File: src/rtl/irqv_pkg.sv
package irqv_pkg;

    localparam int SRC_N     = 5;
    localparam int SRC_W     = 3;
    localparam int MASK_N    = 3;
    localparam int OP_W      = 8;
    localparam int FIX_BASE  = 'h24;
    localparam int FIX_STEP  = 8;
    localparam int RST_SHIFT = 3;

    typedef enum logic [SRC_W-1:0] {
        SRC_NMI = 3'd0,
        SRC_HI  = 3'd1,
        SRC_MID = 3'd2,
        SRC_LOW = 3'd3,
        SRC_EXT = 3'd4
    } src_e;

    typedef enum logic [1:0] {
        ST_IDLE  = 2'd0,
        ST_ACK   = 2'd1,
        ST_OFFER = 2'd2
    } st_e;

    // slot in the fixed vector table, spaced FIX_STEP apart
    function automatic int fixed_slot(input src_e s);
        case (s)
            SRC_LOW: return 1;
            SRC_MID: return 2;
            SRC_HI:  return 3;
            default: return 0;
        endcase
    endfunction

    function automatic int fixed_vec(input src_e s);
        return FIX_BASE + FIX_STEP * fixed_slot(s);
    endfunction

    function automatic logic is_restart(input logic [OP_W-1:0] b);
        return (b[7:6] == 2'b11) && (b[2:0] == 3'b111);
    endfunction

    function automatic int restart_vec(input logic [OP_W-1:0] b);
        return int'(b[5:3]) << RST_SHIFT;
    endfunction

endpackage

File: src/rtl/irqv_edge_hold.sv
module irqv_edge_hold #(
    parameter int W = 1
) (
    input  logic         clk,
    input  logic         rst,
    input  logic [W-1:0] din,
    input  logic [W-1:0] clr,
    output logic [W-1:0] held
);
    logic [W-1:0] prev_q;
    logic [W-1:0] rise;

    assign rise = din & ~prev_q;

    always_ff @(posedge clk) begin
        if (rst) begin
            prev_q <= '0;
            held   <= '0;
        end else begin
            prev_q <= din;
            // a new edge in the clearing cycle survives
            held   <= rise | (held & ~clr);
        end
    end

    AST_LATCH_KEEPS: assert property (@(posedge clk) disable iff (rst)
        (held[0] && !clr[0]) |=> held[0]);

endmodule

File: src/rtl/irqv_gate_regs.sv
module irqv_gate_regs
    import irqv_pkg::*;
(
    input  logic              clk,
    input  logic              rst,
    input  logic              set_i,
    input  logic              clr_i,
    input  logic              we_i,
    input  logic [MASK_N-1:0] wdata_i,
    input  logic              accept_i,
    output logic              ie_o,
    output logic [MASK_N-1:0] mask_o
);
    always_ff @(posedge clk) begin
        if (rst) begin
            ie_o   <= 1'b0;
            mask_o <= '1;
        end else begin
            if (accept_i)   ie_o <= 1'b0;
            else if (clr_i) ie_o <= 1'b0;
            else if (set_i) ie_o <= 1'b1;
            if (we_i) mask_o <= wdata_i;
        end
    end

endmodule

File: src/rtl/irqv_prio.sv
module irqv_prio
    import irqv_pkg::*;
(
    input  logic [SRC_N-1:0]  raw_i,
    input  logic              ie_i,
    input  logic [MASK_N-1:0] mask_i,
    output logic [SRC_N-1:0]  grant_o,
    output src_e              code_o,
    output logic              any_o
);
    logic [SRC_N-1:0] qual;

    // index equals source code; lower index wins
    for (genvar i = 0; i < SRC_N; i++) begin : g_qual
        if (i == 0) begin : g_nmi
            assign qual[i] = raw_i[i];
        end else if (i <= MASK_N) begin : g_masked
            assign qual[i] = raw_i[i] & ie_i & ~mask_i[MASK_N - i];
        end else begin : g_plain
            assign qual[i] = raw_i[i] & ie_i;
        end
    end

    assign grant_o = qual & (~qual + 1'b1);
    assign any_o   = |qual;

    always_comb begin
        code_o = SRC_NMI;
        for (int i = SRC_N - 1; i >= 0; i--) begin
            if (qual[i]) code_o = src_e'(SRC_W'(i));
        end
    end

endmodule

File: src/rtl/irq_vector_ctrl.sv
module irq_vector_ctrl
    import irqv_pkg::*;
#(
    parameter int ADDR_W = 16
) (
    input  logic              clk,
    input  logic              rst,
    input  logic              nmi_i,
    input  logic              hi_edge_i,
    input  logic              mid_lvl_i,
    input  logic              low_lvl_i,
    input  logic              ext_lvl_i,
    input  logic              boundary_i,
    input  logic              en_set_i,
    input  logic              en_clr_i,
    input  logic              mask_we_i,
    input  logic [MASK_N-1:0] mask_wdata_i,
    input  logic              take_ack_i,
    input  logic [OP_W-1:0]   opcode_i,
    output logic              take_req_o,
    output logic [ADDR_W-1:0] vec_o,
    output logic [SRC_W-1:0]  src_o,
    output logic              ext_ack_o,
    output logic [OP_W-1:0]   insn_o,
    output logic              restart_o
);
    st_e               st;
    src_e              src_q;
    logic              hi_held;
    logic              hi_clear;
    logic              ie;
    logic [MASK_N-1:0] mask;
    logic [SRC_N-1:0]  raw;
    logic [SRC_N-1:0]  grant;
    src_e              win;
    logic              any;
    logic              accept;
    logic              take_masked;

    irqv_edge_hold #(.W(1)) u_edge (
        .clk  (clk),
        .rst  (rst),
        .din  (hi_edge_i),
        .clr  (hi_clear),
        .held (hi_held)
    );

    irqv_gate_regs u_gate (
        .clk      (clk),
        .rst      (rst),
        .set_i    (en_set_i),
        .clr_i    (en_clr_i),
        .we_i     (mask_we_i),
        .wdata_i  (mask_wdata_i),
        .accept_i (take_masked),
        .ie_o     (ie),
        .mask_o   (mask)
    );

    assign raw = {ext_lvl_i, low_lvl_i, mid_lvl_i, hi_held, nmi_i};

    irqv_prio u_prio (
        .raw_i   (raw),
        .ie_i    (ie),
        .mask_i  (mask),
        .grant_o (grant),
        .code_o  (win),
        .any_o   (any)
    );

    assign accept      = (st == ST_IDLE) && boundary_i && any;
    assign take_masked = accept && (win != SRC_NMI);
    assign hi_clear    = accept && (win == SRC_HI);

    always_ff @(posedge clk) begin
        if (rst) begin
            st        <= ST_IDLE;
            src_q     <= SRC_NMI;
            vec_o     <= '0;
            insn_o    <= '0;
            restart_o <= 1'b0;
        end else begin
            unique case (st)
                ST_IDLE: begin
                    if (accept) begin
                        src_q <= win;
                        if (win == SRC_EXT) begin
                            st <= ST_ACK;
                        end else begin
                            st        <= ST_OFFER;
                            vec_o     <= ADDR_W'(fixed_vec(win));
                            insn_o    <= '0;
                            restart_o <= 1'b0;
                        end
                    end
                end
                ST_ACK: begin
                    insn_o    <= opcode_i;
                    restart_o <= is_restart(opcode_i);
                    vec_o     <= is_restart(opcode_i) ? ADDR_W'(restart_vec(opcode_i)) : '0;
                    st        <= ST_OFFER;
                end
                ST_OFFER: begin
                    if (take_ack_i) st <= ST_IDLE;
                end
                default: st <= ST_IDLE;
            endcase
        end
    end

    assign take_req_o = (st == ST_OFFER);
    assign ext_ack_o  = (st == ST_ACK);
    assign src_o      = src_q;

    AST_NMI_ALWAYS_WINS: assert property (@(posedge clk) disable iff (rst)
        nmi_i |-> grant[SRC_NMI]);
    AST_MID_GATED: assert property (@(posedge clk) disable iff (rst)
        grant[SRC_MID] |-> (ie && !mask[1]));
    AST_HI_GATED: assert property (@(posedge clk) disable iff (rst)
        grant[SRC_HI] |-> (ie && !mask[2] && hi_held));
    AST_EXT_GATED: assert property (@(posedge clk) disable iff (rst)
        grant[SRC_EXT] |-> ie);
    AST_ENABLE_DROPS: assert property (@(posedge clk) disable iff (rst)
        take_masked |=> !ie);
    AST_ACK_ONE_CYCLE: assert property (@(posedge clk) disable iff (rst)
        ext_ack_o |=> !ext_ack_o);
    AST_ACK_THEN_OFFER: assert property (@(posedge clk) disable iff (rst)
        ext_ack_o |=> take_req_o);
    AST_OFFER_STEADY: assert property (@(posedge clk) disable iff (rst)
        (take_req_o && !take_ack_i) |=> (take_req_o && $stable(vec_o) && $stable(src_o)));
    AST_OFFER_RELEASE: assert property (@(posedge clk) disable iff (rst)
        (take_req_o && take_ack_i) |=> !take_req_o);
    AST_BOUNDARY_START: assert property (@(posedge clk) disable iff (rst)
        (ext_ack_o || (take_req_o && $past(st) == ST_IDLE)) |-> $past(boundary_i));
    AST_NMI_VECTOR: assert property (@(posedge clk) disable iff (rst)
        (take_req_o && src_o == SRC_NMI) |-> (vec_o == ADDR_W'(FIX_BASE)));

endmodule

File: config.mk
export PLATFORM = sky130hd
export DESIGN_NAME = irq_vector_ctrl
export DESIGN_NICKNAME = d
export VERILOG_FILES = /design/src/rtl/irqv_pkg.sv /design/src/rtl/irqv_edge_hold.sv /design/src/rtl/irqv_gate_regs.sv /design/src/rtl/irqv_prio.sv /design/src/rtl/irq_vector_ctrl.sv
export SDC_FILE = /design/constraint.sdc
export NUM_CORES = 1
export LEC_CHECK = 0
export ABC_AREA = 1
export BUFFER_PORTS_ARGS = -buffer_cell sky130_fd_sc_hd__buf_2
export CAP_MARGIN = 20
export CELL_PAD_IN_SITES_DETAIL_PLACEMENT = 0
export CELL_PAD_IN_SITES_GLOBAL_PLACEMENT = 1
export CORE_MARGIN = 2
export CORE_UTILIZATION = 33
export DETAILED_ROUTE_END_ITERATION = 10
export PLACE_DENSITY_LB_ADDON = 0.1
export SETUP_SLACK_MARGIN = 0.3
export SLEW_MARGIN = 40
export SYNTH_ARGS = -nofsm -noshare
export SYNTH_HDL_FRONTEND = slang
export SYNTH_SLANG_ARGS = --single-unit
export TNS_END_PERCENT = 50
File: constraint.sdc
create_clock -name clk -period 1.5 [get_ports clk]
set_input_delay 0.15 -clock clk [delete_from_list [all_inputs] [get_ports clk]]
set_output_delay 0.15 -clock clk [all_outputs]
set_load 0.01 [all_outputs]
# Word-level counts from Yosys, hierarchy flattened

Index checks and enable logic that the tools add are counted.

Flip-flop bits (word level): 36
Input bits: 23
Output and inout bits: 30
Logic and storage cells: 73

Add/subtract/negate cells: 1
Equality and inequality tests: 11
Muxes and demuxes: 24
Bitwise logic cells: 15
Reduce and logical (&&, ||, !) cells: 13

Operator list:

| cell                                                            | count |
|---|---|
| 13-bit two-way mux                                              | 4 |
| 16-bit two-way mux                                              | 2 |
| 16-bit case mux with 2 select lines                             | 1 |
| 7-bit by 16-bit adder with 16-bit output, first input constant  | 1 |
| 8-bit two-way mux                                               | 2 |
| 8-bit case mux with 2 select lines                              | 1 |
| 3-bit two-way mux                                               | 5 |
| 2-bit case mux with 3 select lines                              | 2 |
| 1-bit AND                                                       | 9 |
| 3-bit by 2-bit == test with 1-bit output, second input constant | 2 |
| 3-bit == test, second input constant                            | 2 |
| 2-bit two-way mux                                               | 3 |
| 6-bit two-way mux                                               | 1 |
| 2-bit inequality test, second input constant                    | 3 |
| 1-bit logical AND                                               | 5 |
| 1-bit inverter                                                  | 5 |
| 5-bit OR reduction                                              | 1 |
| 2-bit == test, second input constant                            | 2 |
| 2-bit AND reduction                                             | 2 |
| 3-bit by 1-bit == test with 1-bit output, second input constant | 1 |
| 3-bit AND reduction                                             | 1 |
| 3-bit nonzero test                                              | 1 |
| 3-bit OR reduction                                              | 1 |
| 2-bit by 1-bit == test with 1-bit output, second input constant | 1 |
| other kinds (5)                                                 | 6 |

# Longest topological paths before layout

Depth in word-level cells: 16
Gate-level depth with buffers: 10
Gate-level depth less buffers: 10

# By module

Synthesis repeated with hierarchy kept, for this count alone.

Cell total of the unflattened synthesis: 186
Area total of the unflattened synthesis: 1288.7 um^2

Modules (own cells, without submodules):

| module          | instances | cells each | area each (um^2) | sequential area each (um^2) |
|---|---|---|---|---|
| irq_vector_ctrl | 1         | 132        | 953.4            | 360.3 |
| irqv_gate_regs  | 1         | 20         | 143.9            | 80.1 |
| irqv_prio       | 1         | 24         | 113.9            | 0.0 |
| irqv_edge_hold  | 1         | 10         | 77.6             | 40.0 |

# Least setup slack after synthesis

OpenSTA, ideal clock, no wires.

Path kind: register -> register
From: register u_gate.ie_o
To: register insn_o[0]
Setup time: 0.142 ns
Arrival: 1.202 ns
Data required time: 1.358 ns
Setup slack: 0.156 ns
Cell stages (with the launch flop): 11
Path buffers: 1
Clock period less this slack: 1.344 ns
Path through: dfxtp_1 > nand2_1 > nor2_2 > nor2_4 > nand2_4 > nand2_4 > nand3_4 > nand2_4 > buf_12 > nand2_4 > a21oi_2

Longest elaborated chain between the ends: 9
Elaborated cells on any way between the ends: 18
Those cells by class: 3 x eq/ne; 5 x mux; 7 x bitwise; 3 x reduce/logical

Ends and longest elaborated chain:

| item                                                  | line                             | RTL |
|---|---|---|
| from (decl)                                           | irqv_gate_regs.sv:11             | `output logic ie_o,` |
| from (signal assigned)                                | irqv_gate_regs.sv:16             | `ie_o <= 1'b0;` |
| from (signal assigned)                                | irqv_gate_regs.sv:19             | `if (accept_i) ie_o <= 1'b0;` |
| from (signal assigned)                                | irqv_gate_regs.sv:20             | `else if (clr_i) ie_o <= 1'b0;` |
| 1-bit AND, on equally long branches                   | irqv_prio.sv:18, irqv_prio.sv:20 |  |
| 1-bit AND / 3-bit two-way mux (equally long branches) | irqv_prio.sv:18, irqv_prio.sv:30 |  |
| 3-bit two-way mux (4 in a row)                        | irqv_prio.sv:30                  | `if (qual[i]) code_o = src_e'(SRC_W'(i));` |
| 3-bit == test                                         | irq_vector_ctrl.sv:87            | `if (win == SRC_EXT) begin` |
| 2-bit inequality test (no source line)                | --                               |  |
| 3-bit AND reduction (no source line) *                | --                               |  |
| to (signal assigned)                                  | irq_vector_ctrl.sv:98            | `insn_o <= opcode_i;` |
| to (decl)                                             | irq_vector_ctrl.sv:24            | `output logic [OP_W-1:0] insn_o,` |

Every way passes the cells marked *; elsewhere a longest branch is shown, timed or not.
A chain may end at the register's enable or synchronous reset.

# Worst setup path in the final report

From: register u_gate.ie_o
To: register insn_o[1]

The elaborated chain is that of the path after synthesis.

==> impl_summary.log <==
INFO  metric die_h = 66.4 um
INFO  metric ys_seq_elements = 24
INFO  metric number_of_buffers_on_the_longest_clock_path = 2
INFO  metric clock-skew-final = 0.00125 ns
INFO  metric routedWlPerCell = 11.4 um
INFO  metric worst-path-max-fanout = 7
INFO  metric globalRouteTotalUtil = 0.142
INFO  metric report.final.setup_viol = 0
INFO  metric fmax = 736 MHz
INFO  metric syn_area_per_cell = 8.34 um^2
INFO  metric globalplace.congestion = 0.713
INFO  metric synth_cell_types = 26
INFO  metric p_int = 0.000988 W
INFO  metric coreArea = 3690 um^2
INFO  metric cts_htree_levels = 1
INFO  metric final_util = 0.463
INFO  metric total_inserted_antenna_cells = 0
INFO  metric layout_commonest_cell = sky130_fd_sc_hd__buf_2
INFO  metric worst_path_arrival_time = 1.57 ns
INFO  metric p_per_area = 798 nW/um^2
INFO  metric hpwl = 2100 um
INFO  metric postLayoutSetupSlackWorst = 0.142 ns
INFO  metric final_layout_size_suffix_gt1_frac = 0.517
INFO  metric timing.hold.worst_path_depth = 3
INFO  metric syn_inst = 154
INFO  metric worstSetupStartpointType = flop
INFO  metric dr_total_vias = 1,102
INFO  metric clock-sinks = 24
INFO  metric cap_viol_max_count = 0
INFO  metric minimum_period_implied_by_the_final_worst_setup_slack = 1.36 ns
INFO  metric worstSkewPairLatency = 0.27 ns
INFO  metric initial_core_util = 0.348
INFO  metric grt_overflow_total = 0
INFO  metric timing.final.max_slew_violations = 0
INFO  metric min-delay-path-class = input port to flop
INFO  metric rr_worst_depth = 9
INFO  metric power.switching = 0.000375 W
INFO  metric timing.final.hold_violations = 0
INFO  metric place_ws = 0.0476 ns
INFO  metric top_level_ports = 53
INFO  metric cts_made_buffers = 3
INFO  metric grt_max_degree = 14
INFO  metric via_per_inst = 4.43
INFO  metric route.antenna.remaining_nets = 0
INFO  metric nets = 225
INFO  metric overall_die_width = 66.4 um
INFO  metric path_class = flop to flop
INFO  metric fp.dieArea = 4400 um^2
INFO  metric synth.cell_area = 1280 um^2
INFO  metric most_frequent_cells_in_the_layout = 40 x sky130_fd_sc_hd__buf_2, 24 x sky130_fd_sc_hd__nand2_1, 20 x sky130_fd_sc_hd__dfxtp_1
INFO  metric buffer_ports.inserted = 40
INFO  metric areaGrowthSynthToFinish = 33.1%
INFO  metric drt_pass1_iterations = 4
INFO  metric drt_wl_total = 2840 um
INFO  metric floorplan.rows = 22
INFO  metric initial_drc_count = 19
INFO  metric cp-end-kind = flop
INFO  metric cts_hold_buffers = 0
INFO  metric seq_area_frac_synth = 0.374
INFO  metric lkg_pwr = 0.819 nW
INFO  metric clkSlewWorstSetupHoldPaths = 0.08 ns
INFO  metric residual_drc_count = 0
INFO  metric tritoncts = built
INFO  metric clkPwrFrac = 0.325
INFO  metric worstPathRequired = 1.71 ns
INFO  metric wire_length_of_the_first_global_routing_pass = 4770 um
INFO  metric run_status = completed
INFO  metric grt_pass1_vias = 1,051
INFO  metric power.ir.vdd_worst = 330 uV
INFO  metric final.fill_count = 392
INFO  metric rsz0062_at_grt = true
INFO  metric fin_crit_sh = 0.905
INFO  metric setup_tns_final = 0 ns
INFO  metric yosys_warnings = 0
INFO  metric comb_power_share = 0.172
INFO  metric power_switching_share = 0.275
INFO  metric sequential_share_of_power = 0.503
INFO  metric grt_antenna_before_repair = 0
INFO  metric cts.root.buffer_cell = sky130_fd_sc_hd__clkbuf_8
## stage by stage
stage	instance area (um^2)	hold slack (ns)	cells	power [W]
6_report	1710	0.0830	249	0.00136
5_1_grt	1710	0.108	249	0.00144
4_1_cts	1660	0.0764	249	0.00138
3_5_place_dp	1480	0.361	239	0.000894
3_3_place_gp	1480	0.357	239	0.000894
2_1_floorplan	1330	0.250	165	0.000856
## cells by family after synthesis
group | Yosys count | synth area share
other | 1 | 0.00292
AND/OR/NAND/NOR | 70 | 0.329
flip-flops | 24 | 0.374
buffers and inverters | 30 | 0.136
AO/OA/AOI/OAI | 29 | 0.157
## cells in the mapped netlist, drive strengths merged
cell | instances | share of area
a211oi | 1 | 0.0059
a21oi | 20 | 0.11
buf | 14 | 0.090
clkbuf | 2 | 0.0059
conb | 1 | 0.0029
dfxtp | 24 | 0.37
inv | 14 | 0.041
nand2 | 46 | 0.20
nand3 | 10 | 0.049
nand4 | 1 | 0.0097
nor2 | 11 | 0.050
nor3b | 2 | 0.020
o211a | 1 | 0.0078
o211ai | 1 | 0.0059
o21ai | 5 | 0.019
o22ai | 1 | 0.0049
## layout make-up
| type | instances | area, um^2 | area share |
|---|---|---|---|
| multi-input cells | 112 | 796 | 0.466 |
| clock buffers | 4 | 55.1 | 0.0322 |
| repair buffers | 47 | 253 | 0.148 |
| inverters | 14 | 55.1 | 0.0322 |
| flip-flops and latches | 24 | 490 | 0.287 |
| well taps | 48 | 60.1 | 0.0351 |
## registers in the layout (all words and copies together), names as in the netlist
signal / cells
st: 2
u_edge.held: 1
u_edge.prev_q: 1
insn_o: 8
u_gate.ie_o: 1
restart_o: 1
vec_o: 4
u_gate.mask_o: 3
src_o: 3
## layer usage
metal | wire [um] | track usage | vias to the layer above
li1 | - | - | 569
met1 | 1240 | 0.179 | 498
met2 | 1410 | 0.245 | 31
met3 | 146 | 0.0239 | 4
met4 | 36 | 0.0459 | 0
met5 | 0 | 0 | -
## timing repair
| action | 4_1_cts | 5_1_grt |
|---|---|---|
| endpoints found under the setup margin | 20 | 22 |
| setup buffers | 5 | 0 |
| pin swaps | 10 | 7 |
| resized for setup | 18 | 17 |
| gates cloned | 1 | 0 |
## power by group through the flow
| stage | sequential, W | clock [W] | combinational [W] |
|---|---|---|---|
| 2_1_floorplan | 0.000701 | 0 | 0.000156 |
| 6_report | 0.000685 | 0.000444 | 0.000234 |
| 3_3_place_gp | 0.000697 | 0 | 0.000197 |
| 3_5_place_dp | 0.000697 | 0 | 0.000197 |
| 5_1_grt | 0.000689 | 0.000489 | 0.000262 |
| 4_1_cts | 0.000685 | 0.000468 | 0.000230 |
## critical path: stages (launching register included)
cell                      delay [ns]
sky130_fd_sc_hd__dfxtp_4        0.39
sky130_fd_sc_hd__nand2_4        0.07
sky130_fd_sc_hd__nor2_4         0.04
sky130_fd_sc_hd__nor2_4         0.15
sky130_fd_sc_hd__nand2_4        0.08
sky130_fd_sc_hd__nand2_4        0.08
sky130_fd_sc_hd__nand3_4        0.14
sky130_fd_sc_hd__nand2_8        0.16
sky130_fd_sc_hd__nand2_2        0.07
sky130_fd_sc_hd__a21oi_2        0.12
## path summary, 6_finish.rpt
kind | start | end | slack, ns
max | u_gate.ie_o | insn_o[1] | 0.14
min | hi_edge_i | u_edge.prev_q | 0.08
max reg2reg | u_gate.ie_o | insn_o[1] | 0.14
min reg2reg | u_edge.prev_q | u_edge.held | 0.42
Note: power is estimated with default switching activity, not from simulation.
